$ cat config.mk
export PLATFORM = sky130hd
export DESIGN_NAME = dual_port_sample_router
export DESIGN_NICKNAME = d
export VERILOG_FILES = /design/src/rtl/sr_pkg.sv /design/src/rtl/sr_fmt_norm.sv /design/src/rtl/sr_phase_detect.sv /design/src/rtl/dual_port_sample_router.sv
export SDC_FILE = /design/constraint.sdc
export NUM_CORES = 1
export LEC_CHECK = 0
export BUFFER_PORTS_ARGS = -buffer_cell sky130_fd_sc_hd__clkbuf_2
export CAP_MARGIN = 25
export CORE_UTILIZATION = 46
export CTS_CLUSTER_SIZE = 25
export DETAILED_ROUTE_END_ITERATION = 8
export PLACE_DENSITY = 0.8
export SLEW_MARGIN = 5
export SYNTH_ARGS = -nofsm -noshare
export SYNTH_HDL_FRONTEND = slang
export SYNTH_HIERARCHICAL = 1
export SYNTH_SLANG_ARGS = --single-unit
$ cat constraint.sdc
create_clock -name clk -period 7.6 [get_ports clk]
set_clock_uncertainty 0.15 [all_clocks]
set_input_delay 0.38 -clock clk [delete_from_list [all_inputs] [get_ports clk]]
set_output_delay 0.38 -clock clk [all_outputs]
set_load 0.05 [all_outputs]
$ cat src/rtl/sr_pkg.sv
package sr_pkg;
    typedef enum logic [1:0] {
        MODE_PASS    = 2'b00,
        MODE_SPLIT_A = 2'b01,
        MODE_SPLIT_B = 2'b10,
        MODE_MERGE   = 2'b11
    } route_mode_e;

    typedef struct packed {
        logic [1:0]  mode;
        logic        have_a;
        logic        pend;
        logic        tx_prev;
        logic [15:0] held;
        logic [15:0] oa;
        logic [15:0] ob;
        logic        va;
        logic        vb;
    } router_state_t;
endpackage

$ cat src/rtl/sr_fmt_norm.sv
module sr_fmt_norm #(
    parameter int W = 16
) (
    input  logic [W-1:0] raw,
    input  logic         twos_fmt,
    output logic [W-1:0] norm
);
    localparam logic [W-1:0] TOP_BIT = {1'b1, {(W-1){1'b0}}};

    always_comb begin
        norm = twos_fmt ? raw : (raw ^ TOP_BIT);
    end
endmodule

$ cat src/rtl/sr_phase_detect.sv
module sr_phase_detect (
    input  logic marker_sel,
    input  logic tx_en,
    input  logic tx_prev,
    input  logic idle_msb,
    output logic is_a
);
    always_comb begin
        if (marker_sel) is_a = idle_msb;
        else            is_a = tx_en & ~tx_prev;
    end
endmodule

$ cat src/rtl/dual_port_sample_router.sv
module dual_port_sample_router
    import sr_pkg::*;
#(
    parameter int W = 16
) (
    input  logic         clk,
    input  logic         rst,
    input  logic [1:0]   mode,
    input  logic         twos_fmt,
    input  logic         marker_sel,
    input  logic         in_valid,
    input  logic [W-1:0] port_a,
    input  logic [W-1:0] port_b,
    input  logic         tx_en,
    output logic [W-1:0] out_a,
    output logic         out_a_valid,
    output logic [W-1:0] out_b,
    output logic         out_b_valid
);
    localparam int MSB = W - 1;

    typedef struct packed {
        logic [1:0]   mode;
        logic         have_a;
        logic         pend;
        logic         tx_prev;
        logic [W-1:0] held;
        logic [W-1:0] oa;
        logic [W-1:0] ob;
        logic         va;
        logic         vb;
    } st_t;

    st_t st_d, st_q;

    logic [W-1:0] norm_a, norm_b, split_src;
    logic         idle_msb, is_a, changed;

    sr_fmt_norm #(.W(W)) u_norm_a (.raw(port_a), .twos_fmt(twos_fmt), .norm(norm_a));
    sr_fmt_norm #(.W(W)) u_norm_b (.raw(port_b), .twos_fmt(twos_fmt), .norm(norm_b));

    always_comb begin
        changed   = (mode != st_q.mode);
        split_src = (mode == MODE_SPLIT_B) ? norm_b : norm_a;
        idle_msb  = (mode == MODE_SPLIT_B) ? port_a[MSB] : port_b[MSB];
    end

    sr_phase_detect u_phase (
        .marker_sel(marker_sel),
        .tx_en     (tx_en),
        .tx_prev   (changed ? 1'b0 : st_q.tx_prev),
        .idle_msb  (idle_msb),
        .is_a      (is_a)
    );

    always_comb begin
        st_d         = st_q;
        st_d.mode    = mode;
        st_d.va      = 1'b0;
        st_d.vb      = 1'b0;
        st_d.pend    = 1'b0;
        st_d.have_a  = changed ? 1'b0 : st_q.have_a;
        st_d.tx_prev = changed ? 1'b0 : st_q.tx_prev;
        unique case (route_mode_e'(mode))
            MODE_PASS: begin
                if (in_valid) begin
                    st_d.oa = norm_a;
                    st_d.ob = norm_b;
                    st_d.va = 1'b1;
                    st_d.vb = 1'b1;
                end
            end
            MODE_SPLIT_A, MODE_SPLIT_B: begin
                if (in_valid) begin
                    st_d.tx_prev = tx_en;
                    if (is_a) begin
                        st_d.held   = split_src;
                        st_d.have_a = 1'b1;
                    end else if (st_d.have_a) begin
                        st_d.oa     = st_q.held;
                        st_d.ob     = split_src;
                        st_d.va     = 1'b1;
                        st_d.vb     = 1'b1;
                        st_d.have_a = 1'b0;
                    end
                end
            end
            MODE_MERGE: begin
                if (st_q.pend && !changed) begin
                    st_d.oa = st_q.held;
                    st_d.va = 1'b1;
                end else if (in_valid) begin
                    st_d.oa   = norm_a;
                    st_d.held = norm_b;
                    st_d.pend = 1'b1;
                    st_d.va   = 1'b1;
                end
            end
            default: ;
        endcase
    end

    always_ff @(posedge clk) begin
        if (rst) st_q <= '0;
        else     st_q <= st_d;
    end

    assign out_a       = st_q.oa;
    assign out_b       = st_q.ob;
    assign out_a_valid = st_q.va;
    assign out_b_valid = st_q.vb;


    reset_quiet_chk: assert property (@(posedge clk)
        $past(rst) |-> (!out_a_valid && !out_b_valid));


    b_needs_a_chk: assert property (@(posedge clk) disable iff (rst)
        out_b_valid |-> out_a_valid);


    hold_a_chk: assert property (@(posedge clk) disable iff (rst)
        !out_a_valid |-> $stable(out_a));


    hold_b_chk: assert property (@(posedge clk) disable iff (rst)
        !out_b_valid |-> $stable(out_b));


    merge_second_chk: assert property (@(posedge clk) disable iff (rst)
        (st_q.pend && mode == 2'b11) |=> (out_a_valid && !out_b_valid));


    valid_cause_chk: assert property (@(posedge clk) disable iff (rst)
        out_a_valid |-> ($past(in_valid) || $past(st_q.pend)));
endmodule

# After elaboration in Yosys (flattened, before gate mapping)
# Cells that the tools add are included.
[word_totals] inputBits=40 regBits=55 output_inout_bits=34 word_cells=62
[op_classes] eq_ne=12 muxes=26 n_reduce_logical=10 bitwise_logic=5
[op_table] operator="$mux W34" n=3
[op_table] operator="$mux W16" n=6
[op_table] operator="$pmux W16 S2" n=2
[op_table] operator="$mux W51" n=1
[op_table] operator="$pmux W16 S3" n=1
[op_table] operator="$mux W32" n=1
[op_table] operator="$reduce_and A5 Y1" n=3
[op_table] operator="$ne A2 B2 Y1 const B" n=7
[op_table] operator="$mux W1" n=10
[op_table] operator="$eq A2 B2 Y1 const B" n=2
[op_table] operator="$not A1 Y1" n=4
[op_table] operator="$reduce_bool A2 Y1" n=2
[op_table] operator="$ne A3 B3 Y1 const B" n=1
[op_table] operator="$pmux W1 S3" n=1
[op_table] operator="$reduce_or A3 Y1" n=1
[op_table] operator="$eq A2 B1 Y1 const B" n=1
[op_table] operator="$logic_not A2 Y1" n=1
[op_table] operator="$ne A2 B2 Y1" n=1
[op_table] operator="$pmux W1 S2" n=1
[op_table] operator="$reduce_or A2 Y1" n=1
[op_table] operator="$and A1 B1 Y1" n=1
[op_table] operator="$logic_and A1 B1 Y1" n=1
[op_table] operator="$logic_not A1 Y1" n=1

# Longest topological paths before layout
# Gate-level depths: netlist of run 1.
[depth] word_depth=8 ltp_mapped=13 depth_no_buf=9

# By module
# Netlist of run 1, hierarchy kept.
[modules_own_cells] module="dual_port_sample_router" seq_area_each_um2=1101.1 area_per_inst_um2=3417.0 cells_each=401 instances=1
[modules_own_cells] module="sr_fmt_norm" seq_area_each_um2=0.0 area_per_inst_um2=121.4 cells_each=16 instances=2
[modules_own_cells] module="sr_phase_detect" seq_area_each_um2=0.0 area_per_inst_um2=18.8 cells_each=3 instances=1

# Worst setup path after synthesis of run 1
# OpenSTA, ideal clock, no wires.
[synth_timing] path_type="input-to-reg" from="input port mode[0]" to="register st_q, in the netlist out_a[15]" arrival_ns=2.770 path_slack_ns=4.600 stages=12 setup_ns=0.080 path_cell_list="inv_1 > ha_1 > clkbuf_1 > clkbuf_1 > mux2_2 > nand2_1 > o21ai_2 > nand4b_1 > a2111oi_4 > buf_2 > a22oi_1 > a211oi_2"
[synth_lines] item="start, declared" line="dual_port_sample_router.sv:8" text="input logic [1:0] mode,"
[synth_lines] item="$eq A2 B2 Y1" line="dual_port_sample_router.sv:45" text="idle_msb = (mode == MODE_SPLIT_B) ? port_a[MSB] : port_b[MSB];"
[synth_lines] item="$mux W1" line="dual_port_sample_router.sv:45"
[synth_lines] item="named net idle_msb" line="dual_port_sample_router.sv:37" text="logic idle_msb, is_a, changed;"
[synth_lines] item="$mux W1" line="sr_phase_detect.sv:9" text="if (marker_sel) is_a = idle_msb;"
[synth_lines] item="named net is_a" line="dual_port_sample_router.sv:37"
[synth_lines] item="$ne A2 B2 Y1 (no source line)"
[synth_lines] item="$reduce_and A5 Y1 (no source line)"
[synth_lines] item="end signal, assigned" line="dual_port_sample_router.sv:105" text="else st_q <= st_d;"
[synth_lines] item="end, declared" line="dual_port_sample_router.sv:34" text="st_t st_d, st_q;"
# The timed path passes the listed nets, and every way through them passes these cells.
# A chain may end at the register's enable or synchronous reset.

# Worst setup path in the final report of run 1
[layout_timing] from="input port mode[0]" to="register st_q, in the netlist out_a[0]"
# Same word-level chain as after synthesis.

==> results of run 1 <==
==> through the flow <==
| stage | total power, mW | util |
|---|---|---|
| 2_1_floorplan | 0.4986 | - |
| 3_3_place_gp | 0.5122 | 0.4647 |
| 3_5_place_dp | 0.5179 | 0.4647 |
| 4_1_cts | 0.6774 | 0.4752 |
| 5_1_grt | 0.7101 | 0.4827 |
| 6_report | 0.6804 | 0.4827 |
==> registers in the layout (all words and copies together) (netlist names) <==
name and count:
out_a 16, out_b 16, out_a_valid 1, st_q 21, out_b_valid 1
==> critical path: stages <==
cell	delay, ns
sky130_fd_sc_hd__clkbuf_2	0.12
sky130_fd_sc_hd__inv_1	0.14
sky130_fd_sc_hd__ha_1	0.27
sky130_fd_sc_hd__buf_8	0.23
sky130_fd_sc_hd__mux2_2	0.36
sky130_fd_sc_hd__nand2_1	0.07
sky130_fd_sc_hd__o21ai_2	0.08
sky130_fd_sc_hd__nor2b_1	0.17
sky130_fd_sc_hd__a31o_2	0.47
sky130_fd_sc_hd__and2_1	0.77
sky130_fd_sc_hd__a211oi_1	0.17
==> power breakdown <==
part	switching, mW	internal, mW	total (mW)
Sequential	0.00953	0.306	0.315
Clock	0.0982	0.0652	0.163
Combinational	0.135	0.0664	0.202
Total	0.243	0.437	0.680
==> layout make-up <==
cell class / count / share of cell area
clock inverters: 1 / 0.001342
repair buffers: 81 / 0.1214
flip-flops and latches: 55 / 0.2952
multi-input cells: 277 / 0.5213
well taps: 102 / 0.03422
clock buffers: 7 / 0.02046
inverters: 6 / 0.006038
==> routing by layer <==
| layer | track usage | wire length, um | vias up |
|---|---|---|---|
| met5 | 0 | 0 | - |
| met4 | 0.07672 | 160 | 0 |
| met3 | 0.04188 | 626 | 14 |
| met2 | 0.3208 | 3989 | 98 |
| met1 | 0.3008 | 4057 | 1441 |
| li1 | - | - | 1496 |
==> cell usage in the layout (no fill, tap or decap), types with 6 or more instances in the layout <==
cell                         n
sky130_fd_sc_hd__a22oi_1    16
sky130_fd_sc_hd__a2bb2oi_1  15
sky130_fd_sc_hd__nor2b_1    20
sky130_fd_sc_hd__dfxtp_1    55
sky130_fd_sc_hd__a21oi_1    65
sky130_fd_sc_hd__nand2_1    21
sky130_fd_sc_hd__a211oi_2   10
sky130_fd_sc_hd__clkbuf_2   73
sky130_fd_sc_hd__o21ai_0    17
sky130_fd_sc_hd__and2_1     17
sky130_fd_sc_hd__a311oi_1   15
sky130_fd_sc_hd__nor3b_1    17
sky130_fd_sc_hd__a211oi_1    6
sky130_fd_sc_hd__mux2_2     17
==> worst max path at each step <==
stage | startpoint | endpoint | slack, ns
final | mode[0] | out_a[0] | 4.35
after detailed placement | mode[0] | out_a[11] | 3.61
after floorplan | mode[0] | out_a[15] | 4.60
after global routing | mode[0] | out_a[0] | 4.19
after global placement | mode[0] | out_a[14] | 3.86
after CTS | mode[0] | out_a[11] | 3.93
==> cell families after synthesis <==
logic type | count (synthesis)
AOI/OAI and AO/OA | 156
buffers and inverters | 104
and+or+nand+nor | 92
DFF | 55
muxes | 19
xor gates and xnor gates | 6
adders and majority gates | 4
==> flow_summary.yaml, run 1 <==
critical_path:
  critical_path_arrival_ns: 3.24
  crit_type: "in2reg"
  crit_path_max_fanout: 32
  timing.rr.start: "st_q[54]"
  timing.critical_path.required_ns: 7.60
  end_kind: "flop"
  worst-r2r-setup-slack_ns: 4.42
  regToRegEndpoint: "out_a[0]"
  crit_path_start_kind: "input port"
  r2r.worst_path.cells: 8
sta:
  rsz0062_at_grt: "false"
  fin_hold_ws_ns: 0.1812
  report.final.hold_viol_count: 0
  fin_tns_setup_ns: 0
  fmaxAchievable_mhz: 308.1
  maxSlewViolCount: 0
  worst-slew-pin-transition_ns: 0.9917
  final.period_utilization: 0.4271
  setup_viol: 0
  finalWorstSetupSlack_ns: 4.354
  slew-limit-headroom: 0.3388
  fin_crit_ns: 3.246
routing:
  drc: 0
  detail_route.wirelength_mm: 8.833
  initialDrtViolationCount: 301
  drt-pass1-iter-count: 4
  vias_per_cell: 5.764
  drt-wirelength-per-cell_um: 16.70
  final_antenna_net_count: 0
  vias: 3049
global_routing:
  globalRouteTotalUtil: 0.2135
  grt_pass1_wl_mm: 14.45
  grt_pass1_vias: 2885
  globalRoute.totalOverflow: 0
  grt_max_degree: 72
  grt_antenna_before_repair: 0
power:
  power_leakage_nw: 1.399
  worst_vdd_ir_v: 0.0001010
  p_per_area_nw_per_um2: 182.4
hold_path:
  timing.hold.worst_path_depth: 3
  hold_class: "in2reg"
  hp-start: "tx_en"
  hold_path_end: "st_q[50]"
synth:
  synth.area.top_cells: "sky130_fd_sc_hd__dfxtp_1 30%, sky130_fd_sc_hd__buf_4 13%, sky130_fd_sc_hd__a21oi_1 8.8%"
  post_synth_num_cell_types: 43
  synthCells: 436
  postSynthNetCount: 480
  synth_xor_area_frac: 0.01429
  combinational_family_with_the_most_area_after_synthesis: "compound AO/OA/AOI/OAI gates"
  ys_seq_area_frac: 0.2993
  synth-edff-count: 0
  post_synth_fa_ha_maj_area_fraction: 0.01361
  post_synth.cell_area_avg_um2: 8.437
  synth_mux_area_frac: 0.05748
  area_fraction_in_and_or_nand_and_nor_cells_after_synthesis: 0.1442
  synth_warnings: 6
  synthesized_area_um2: 3679
  synth_flop_cell: "sky130_fd_sc_hd__dfxtp_1"
  proportion_of_register_bits_with_asynchronous_set_or_reset_after_synthesis: 0
  library_cell_occupying_the_most_area_in_the_post_synthesis_netlist: "sky130_fd_sc_hd__dfxtp_1"
  yosysTopAreaCellShare: 0.2993
  synth_compound_gate_area_share: 0.2939
  synth_top_cells_by_count: "65 x sky130_fd_sc_hd__a21oi_1, 63 x sky130_fd_sc_hd__buf_4, 55 x sky130_fd_sc_hd__dfxtp_1"
  synthMostInstantiatedCell: "sky130_fd_sc_hd__a21oi_1"
  ys_seq_elements: 55
finish:
  final.fill_count: 745
  final_design_area_no_fill_um2: 3730
  layout.cells.non_filler: 529
  layout-drive-gt1-share: 0.2787
  ff_latch_area_um2: 1101
  area_growth_syn_to_layout_pct: 1.395
  diodes: 0
  multi_input_area_um2: 1944
  design.final.nets: 470
floorplanning:
  fp.coreArea_um2: 7727
  floorplan.io_pins: 74
  chipWidth_um: 91.43
  die_h_um: 91.43
  start_util: 0.4760
  row_count: 32
  dieArea_um2: 8359
clocking:
  clk_lat_worst_skew_ns: 0.31
  clock_pin_slew_worst_setup_and_hold_paths_ns: 0.10
  cts_tree: "done"
  ctsHoldBuffers: 0
  clkSinkCount: 55
  postCtsSetupBuffers: 0
  post_cts.resized_instances: 0
  htree_levels: 2
  cts_buffers: 5
  clock_tree.buffer_depth: 2
  clk_root_buffer_cell: "sky130_fd_sc_hd__clkbuf_8"
placed_design:
  dp.cells: 517
  post-place-ws_ns: 3.611
  detailed_place_hpwl_mm: 5.943
  placed_cell_area_um2: 3591
  gpl.final_weighted_congestion: 0.8989
  io_buffer_count: 73
flow_run:
  timing.max_cap.violations: 0
status:
  outcome: "completed"
(Power assumes the default switching activity.)
==> run 2: changes to the inputs <==
- clock period: 7.6 -> 3 ns (I/O delays scaled with it)
==> run 2 against run 1 <==
  * Register-to-register slack lost 4.2 ns
  * Die area did not move
  * Hold slack got worse by 0.15 ns
  * Global-route usage rose by 0.34 points
  * Utilization grew 1.5 points
  * First-iteration DRC count grew 14%
  * Critical endpoint is now out_a[15]
==> flow_summary.yaml, run 2 (synthesized netlist as in run 1, its figures left out) <==
finish:
  design.final.nets: 481
  layout-drive-gt1-share: 0.2968
  layout_common_cells: "73 x sky130_fd_sc_hd__clkbuf_2, 65 x sky130_fd_sc_hd__a21oi_1, 55 x sky130_fd_sc_hd__dfxtp_1"
  mostFrequentLayoutCell: "sky130_fd_sc_hd__clkbuf_2"
  multi_input_area_um2: 1944
  diodes: 0
  final.fill_count: 708
  area_growth_syn_to_layout_pct: 4.524
  ff_latch_area_um2: 1101
  largest-register: "st_q"
  largest_register_ff_count: 21
  finish.utilization: 0.4976
floorplanning:
  floorplan.io_pins: 74
  dieArea_um2: 8359
  row_count: 32
  die_h_um: 91.43
  start_util: 0.4760
  chipWidth_um: 91.43
  fp.coreArea_um2: 7727
sta:
  fmaxAchievable_mhz: 358.2
  setup_viol: 0
  slew-limit-headroom: 0.5672
  report.final.hold_viol_count: 0
  maxSlewViolCount: 0
  fin_crit_ns: 2.792
  worst-slew-pin-transition_ns: 0.6469
  rsz0062_at_grt: "false"
  final.period_utilization: 0.9305
  finalWorstSetupSlack_ns: 0.2084
  fin_tns_setup_ns: 0
routing:
  drt-pass1-iter-count: 5
  initialDrtViolationCount: 344
  vias_per_cell: 5.806
  drc: 0
  detail_route.wirelength_mm: 8.925
  final_antenna_net_count: 0
  drt-wirelength-per-cell_um: 16.53
  vias: 3135
global_routing:
  grt_pass1_vias: 2938
  grt_max_degree: 57
  grt_pass1_wl_mm: 14.62
  globalRoute.totalOverflow: 0
  globalRouteTotalUtil: 0.2168
  grt_antenna_before_repair: 0
clocking:
  postCtsSetupBuffers: 0
  clock_pin_slew_worst_setup_and_hold_paths_ns: 0.10
  htree_levels: 2
  cts_tree: "done"
  clk_root_buffer_cell: "sky130_fd_sc_hd__clkbuf_8"
  clkSinkCount: 55
  clock_tree.buffer_depth: 2
  cts_buffers: 5
  post_cts.resized_instances: 0
  clk_lat_worst_skew_ns: 0.30
status:
  outcome: "completed"
critical_path:
  crit_type: "reg2reg"
  end_kind: "flop"
  worstPathCellList: "xnor2_1, and3_1, nand2b_1, o21ai_2, nand4b_1, a2111oi_4, buf_4, a22oi_1, a211oi_2"
  timing.critical_path.slowest_cell_delay_ns: 0.50
  critical_path_buf_inv_count: 1
  crit_path_start_kind: "flop"
  cpMaxStageDelayCell: "sky130_fd_sc_hd__xnor2_1"
  cp_top_family: "compound AO/OA/AOI/OAI gates"
  critical_path_arrival_ns: 2.87
  timing.critical_path.required_ns: 3.08
  crit_path_max_fanout: 16
hold_path:
  hold_class: "in2reg"
placed_design:
  gpl.final_weighted_congestion: 0.9611
  io_buffer_count: 73
  post-place-ws_ns: 0.2839
  detailed_place_hpwl_mm: 6.407
power:
  p_per_area_nw_per_um2: 460.3
  p_total_mw: 1.770
  power_leakage_nw: 1.460
  worst_vdd_ir_v: 0.0003189
flow_run:
  timing.max_cap.violations: 0
==> run 2: cell count changes in the layout (fill, tap and decap cells not counted), sizes merged <==
cell,previous run,this run
buf,8,17
clkbuf,80,79
clkinvlp,0,1
dlygate4sd3,0,2
==> run 2: repair_timing <==
action | CTS | global route
hold buffers | 1 | 1
setup endpoints to repair | 0 | 0
hold endpoints to repair | 1 | 1
==> run 2: worst min-delay path, stage by stage <==
cell and delay [ns]:
sky130_fd_sc_hd__clkbuf_2 0.14, sky130_fd_sc_hd__inv_1 0.11, sky130_fd_sc_hd__nor2_1 0.05
==> run 2: worst paths after layout <==
kind,cells after the start,slack [ns],startpoint,end
min reg2reg,2,0.37,out_b[10],out_b[10]
max,9,0.21,st_q[54],out_a[15]
max reg2reg,9,0.21,st_q[54],out_a[15]
min,3,0.03,mode[1],st_q[54]
==> run 2: final cells by class <==
type / count / area share
timing repair buffer: 92 / 0.1432
sequential: 55 / 0.2864
tap: 102 / 0.03319
clock buffer: 6 / 0.02148
multi-input combinational: 277 / 0.5057
inverter: 6 / 0.005857
clock inverter: 2 / 0.004230
==> run 2: through the flow <==
step                area (um^2)  hold slack, ns  instances
floorplan                  3679          0.1574        436
global placement           3706          0.2816        529
global route               3845         0.03960        540
finish                     3845         0.03417        540
detailed placement         3706          0.2874        529
CTS                        3815         0.02463        538
==> run 2: where the power goes <==
part | total (mW) | leakage (nW) | internal (mW) | switching, mW
clock network | 0.437 | 0.0474 | 0.189 | 0.248
registers | 0.799 | 0.449 | 0.774 | 0.0246
logic | 0.534 | 0.963 | 0.184 | 0.350
total | 1.77 | 1.46 | 1.15 | 0.622
==> run 2: routing by layer <==
metal | global-route usage | part of all wire | vias up
li1 | - | - | 1516
met2 | 0.3409 | 0.45 | 154
met3 | 0.03685 | 0.078 | 12
met5 | 0 | 0 | -
met1 | 0.2998 | 0.46 | 1453
met4 | 0.07011 | 0.016 | 0
==> run 3: changes to the inputs <==
- CORE_MARGIN: not set -> 5
- CORE_UTILIZATION: 46 -> 35
- PLACE_DENSITY: 0.8 -> 0.66
==> run 3 against run 2 <==
  * Non-clock buffer count is 3 higher
  * Hold slack is essentially flat
  * Clock power grew 18%
  * Sequential cell count did not move
  * Clock-buffer cell count unchanged
  * Wire length rose by 6.5%
  * Die area rose by 51%
  * Critical endpoint is now out_a[5]
==> flow_summary.yaml, run 3 (synthesized netlist as in run 1, its figures left out) <==
status:
  outcome: "completed"
placed_design:
  placed_cell_area_um2: 3774
  gpl.final_weighted_congestion: 0.8932
  detailed_place_hpwl_mm: 7.202
  io_buffer_count: 73
routing:
  initialDrtViolationCount: 273
  vias: 3099
  drc: 0
  drt-pass1-iter-count: 4
  final_antenna_net_count: 0
  drt-wirelength-per-cell_um: 16.48
  vias_per_cell: 5.371
  detail_route.wirelength_mm: 9.509
power:
  internal_power_mw: 1.229
  comb_power_share: 0.289
  clock_group_share_of_total_power: 0.279
  total_switching_power_mw: 0.6174
  p_sw_frac: 0.3343
  worst_vdd_ir_v: 0.0001811
  power_leakage_nw: 1.483
  p_per_area_nw_per_um2: 473.4
  seqPwrFrac: 0.432
clocking:
  clock_pin_slew_worst_setup_and_hold_paths_ns: 0.10
  postCtsSetupBuffers: 0
  clock_tree.buffer_depth: 2
  cts_tree: "done"
  htree_levels: 2
  clk_root_buffer_cell: "sky130_fd_sc_hd__clkbuf_8"
  post_cts.resized_instances: 0
  clk_lat_worst_skew_ns: 0.31
  cts_buffers: 5
  ctsHoldBuffers: 1
  clkSinkCount: 55
critical_path:
  cp_top_family: "compound AO/OA/AOI/OAI gates"
  critical_path_buf_inv_count: 2
  critical_path_arrival_ns: 2.55
  regToRegEndpoint: "out_a[5]"
  r2r.worst_path.cells: 10
  end_kind: "flop"
  worst-r2r-setup-slack_ns: 0.51
  crit_type: "reg2reg"
  crit_path_start_kind: "flop"
  cp_common_cell: "sky130_fd_sc_hd__buf_4"
  crit_path_max_fanout: 16
  timing.critical_path.required_ns: 3.06
  timing.rr.start: "st_q[53]"
  worstPathCellList: "xnor2_1, buf_4, and3_1, nand2b_1, o21ai_2, nand4b_1, a2111oi_4, buf_4, a22oi_1, a211oi_1"
  timing.critical_path.slowest_cell_delay_ns: 0.37
  cpMaxStageDelayCell: "sky130_fd_sc_hd__dfxtp_1"
finish:
  ff_latch_area_um2: 1101
  layout-drive-gt1-share: 0.3039
  final_design_area_no_fill_um2: 3901
  design.final.nets: 484
  largest_register_ff_count: 21
  mostFrequentLayoutCell: "sky130_fd_sc_hd__clkbuf_2"
  area_growth_syn_to_layout_pct: 6.054
  finish.utilization: 0.3796
  diodes: 0
  layout_common_cells: "73 x sky130_fd_sc_hd__clkbuf_2, 65 x sky130_fd_sc_hd__a21oi_1, 55 x sky130_fd_sc_hd__dfxtp_1"
  multi_input_area_um2: 1944
  final.fill_count: 1093
  largest-register: "st_q"
floorplanning:
  row_count: 37
  chipWidth_um: 112.5
  floorplan.io_pins: 74
  die_h_um: 112.5
  fp.coreArea_um2: 10280
  dieArea_um2: 12660
  start_util: 0.3579
sta:
  fmaxAchievable_mhz: 402.0
  fin_tns_setup_ns: 0
  maxSlewViolCount: 0
  slew-limit-headroom: 0.3853
  rsz0062_at_grt: "false"
  worst-slew-pin-transition_ns: 0.9221
  setup_viol: 0
  fin_crit_ns: 2.488
  final.period_utilization: 0.8292
  report.final.hold_viol_count: 0
hold_path:
  hp-start: "mode[1]"
  hold_class: "in2reg"
  hold_path_end: "st_q[54]"
  timing.hold.worst_path_depth: 3
global_routing:
  grt_max_degree: 46
  grt_pass1_wl_mm: 15.58
  globalRoute.totalOverflow: 0
  globalRouteTotalUtil: 0.1505
  grt_antenna_before_repair: 0
  grt_pass1_vias: 2942
flow_run:
  timing.max_cap.violations: 0
run 3: worst max-delay path by stage:
| stage | startpoint | end | slack, ns | cells after the start |
|---|---|---|---|---|
| 2_1_floorplan | mode[0] | out_a[15] | 0.23 | 12 |
| 3_3_place_gp | mode[0] | out_b[4] | 0.57 | 11 |
| 3_5_place_dp | mode[0] | out_a[15] | 0.47 | 11 |
| 4_1_cts | st_q[53] | out_a[5] | 0.49 | 10 |
| 5_1_grt | st_q[54] | out_a[0] | 0.29 | 10 |
| 6_report | st_q[53] | out_a[5] | 0.51 | 10 |
run 3: layer usage:
| metal | track usage | part of all wire | vias up |
|---|---|---|---|
| met5 | 0 | 0 | - |
| met4 | 0.03926 | 0.018 | 0 |
| met3 | 0.04906 | 0.073 | 14 |
| met2 | 0.2364 | 0.44 | 92 |
| met1 | 0.1994 | 0.47 | 1467 |
| li1 | - | - | 1526 |
run 3: power groups by stage:
stage / Combinational [mW] / Sequential [mW] / Clock (mW)
final: 0.533 / 0.798 / 0.515
after global routing: 0.578 / 0.805 / 0.554
after CTS: 0.535 / 0.798 / 0.528
after detailed placement: 0.532 / 0.815 / 0
after global placement: 0.522 / 0.814 / 0
after floorplan: 0.452 / 0.811 / 0
run 3: cell type report:
cell class,count,area share
Inverter,6,0.005773
Timing Repair Buffer,95,0.1398
Sequential cell,55,0.2822
Multi-Input combinational cell,277,0.4984
Tap cell,136,0.04362
Clock buffer,6,0.02117
Clock inverter,2,0.008980
run 3: worst min-delay path: stages:
cell and delay (ns):
sky130_fd_sc_hd__clkbuf_2 0.13, sky130_fd_sc_hd__inv_1 0.11, sky130_fd_sc_hd__nor2_1 0.05
run 3: per-stage QoR:
step           hold WS, ns  std cells  total power [mW]  setup WS, ns
4_1_cts            0.02650        577             1.861        0.4936
2_1_floorplan       0.1574        436             1.263        0.2303
5_1_grt            0.06129        577             1.937        0.2901
3_3_place_gp        0.2941        568             1.337        0.5717
3_5_place_dp        0.3101        568             1.346        0.4711
6_report           0.03372        577             1.847        0.5124
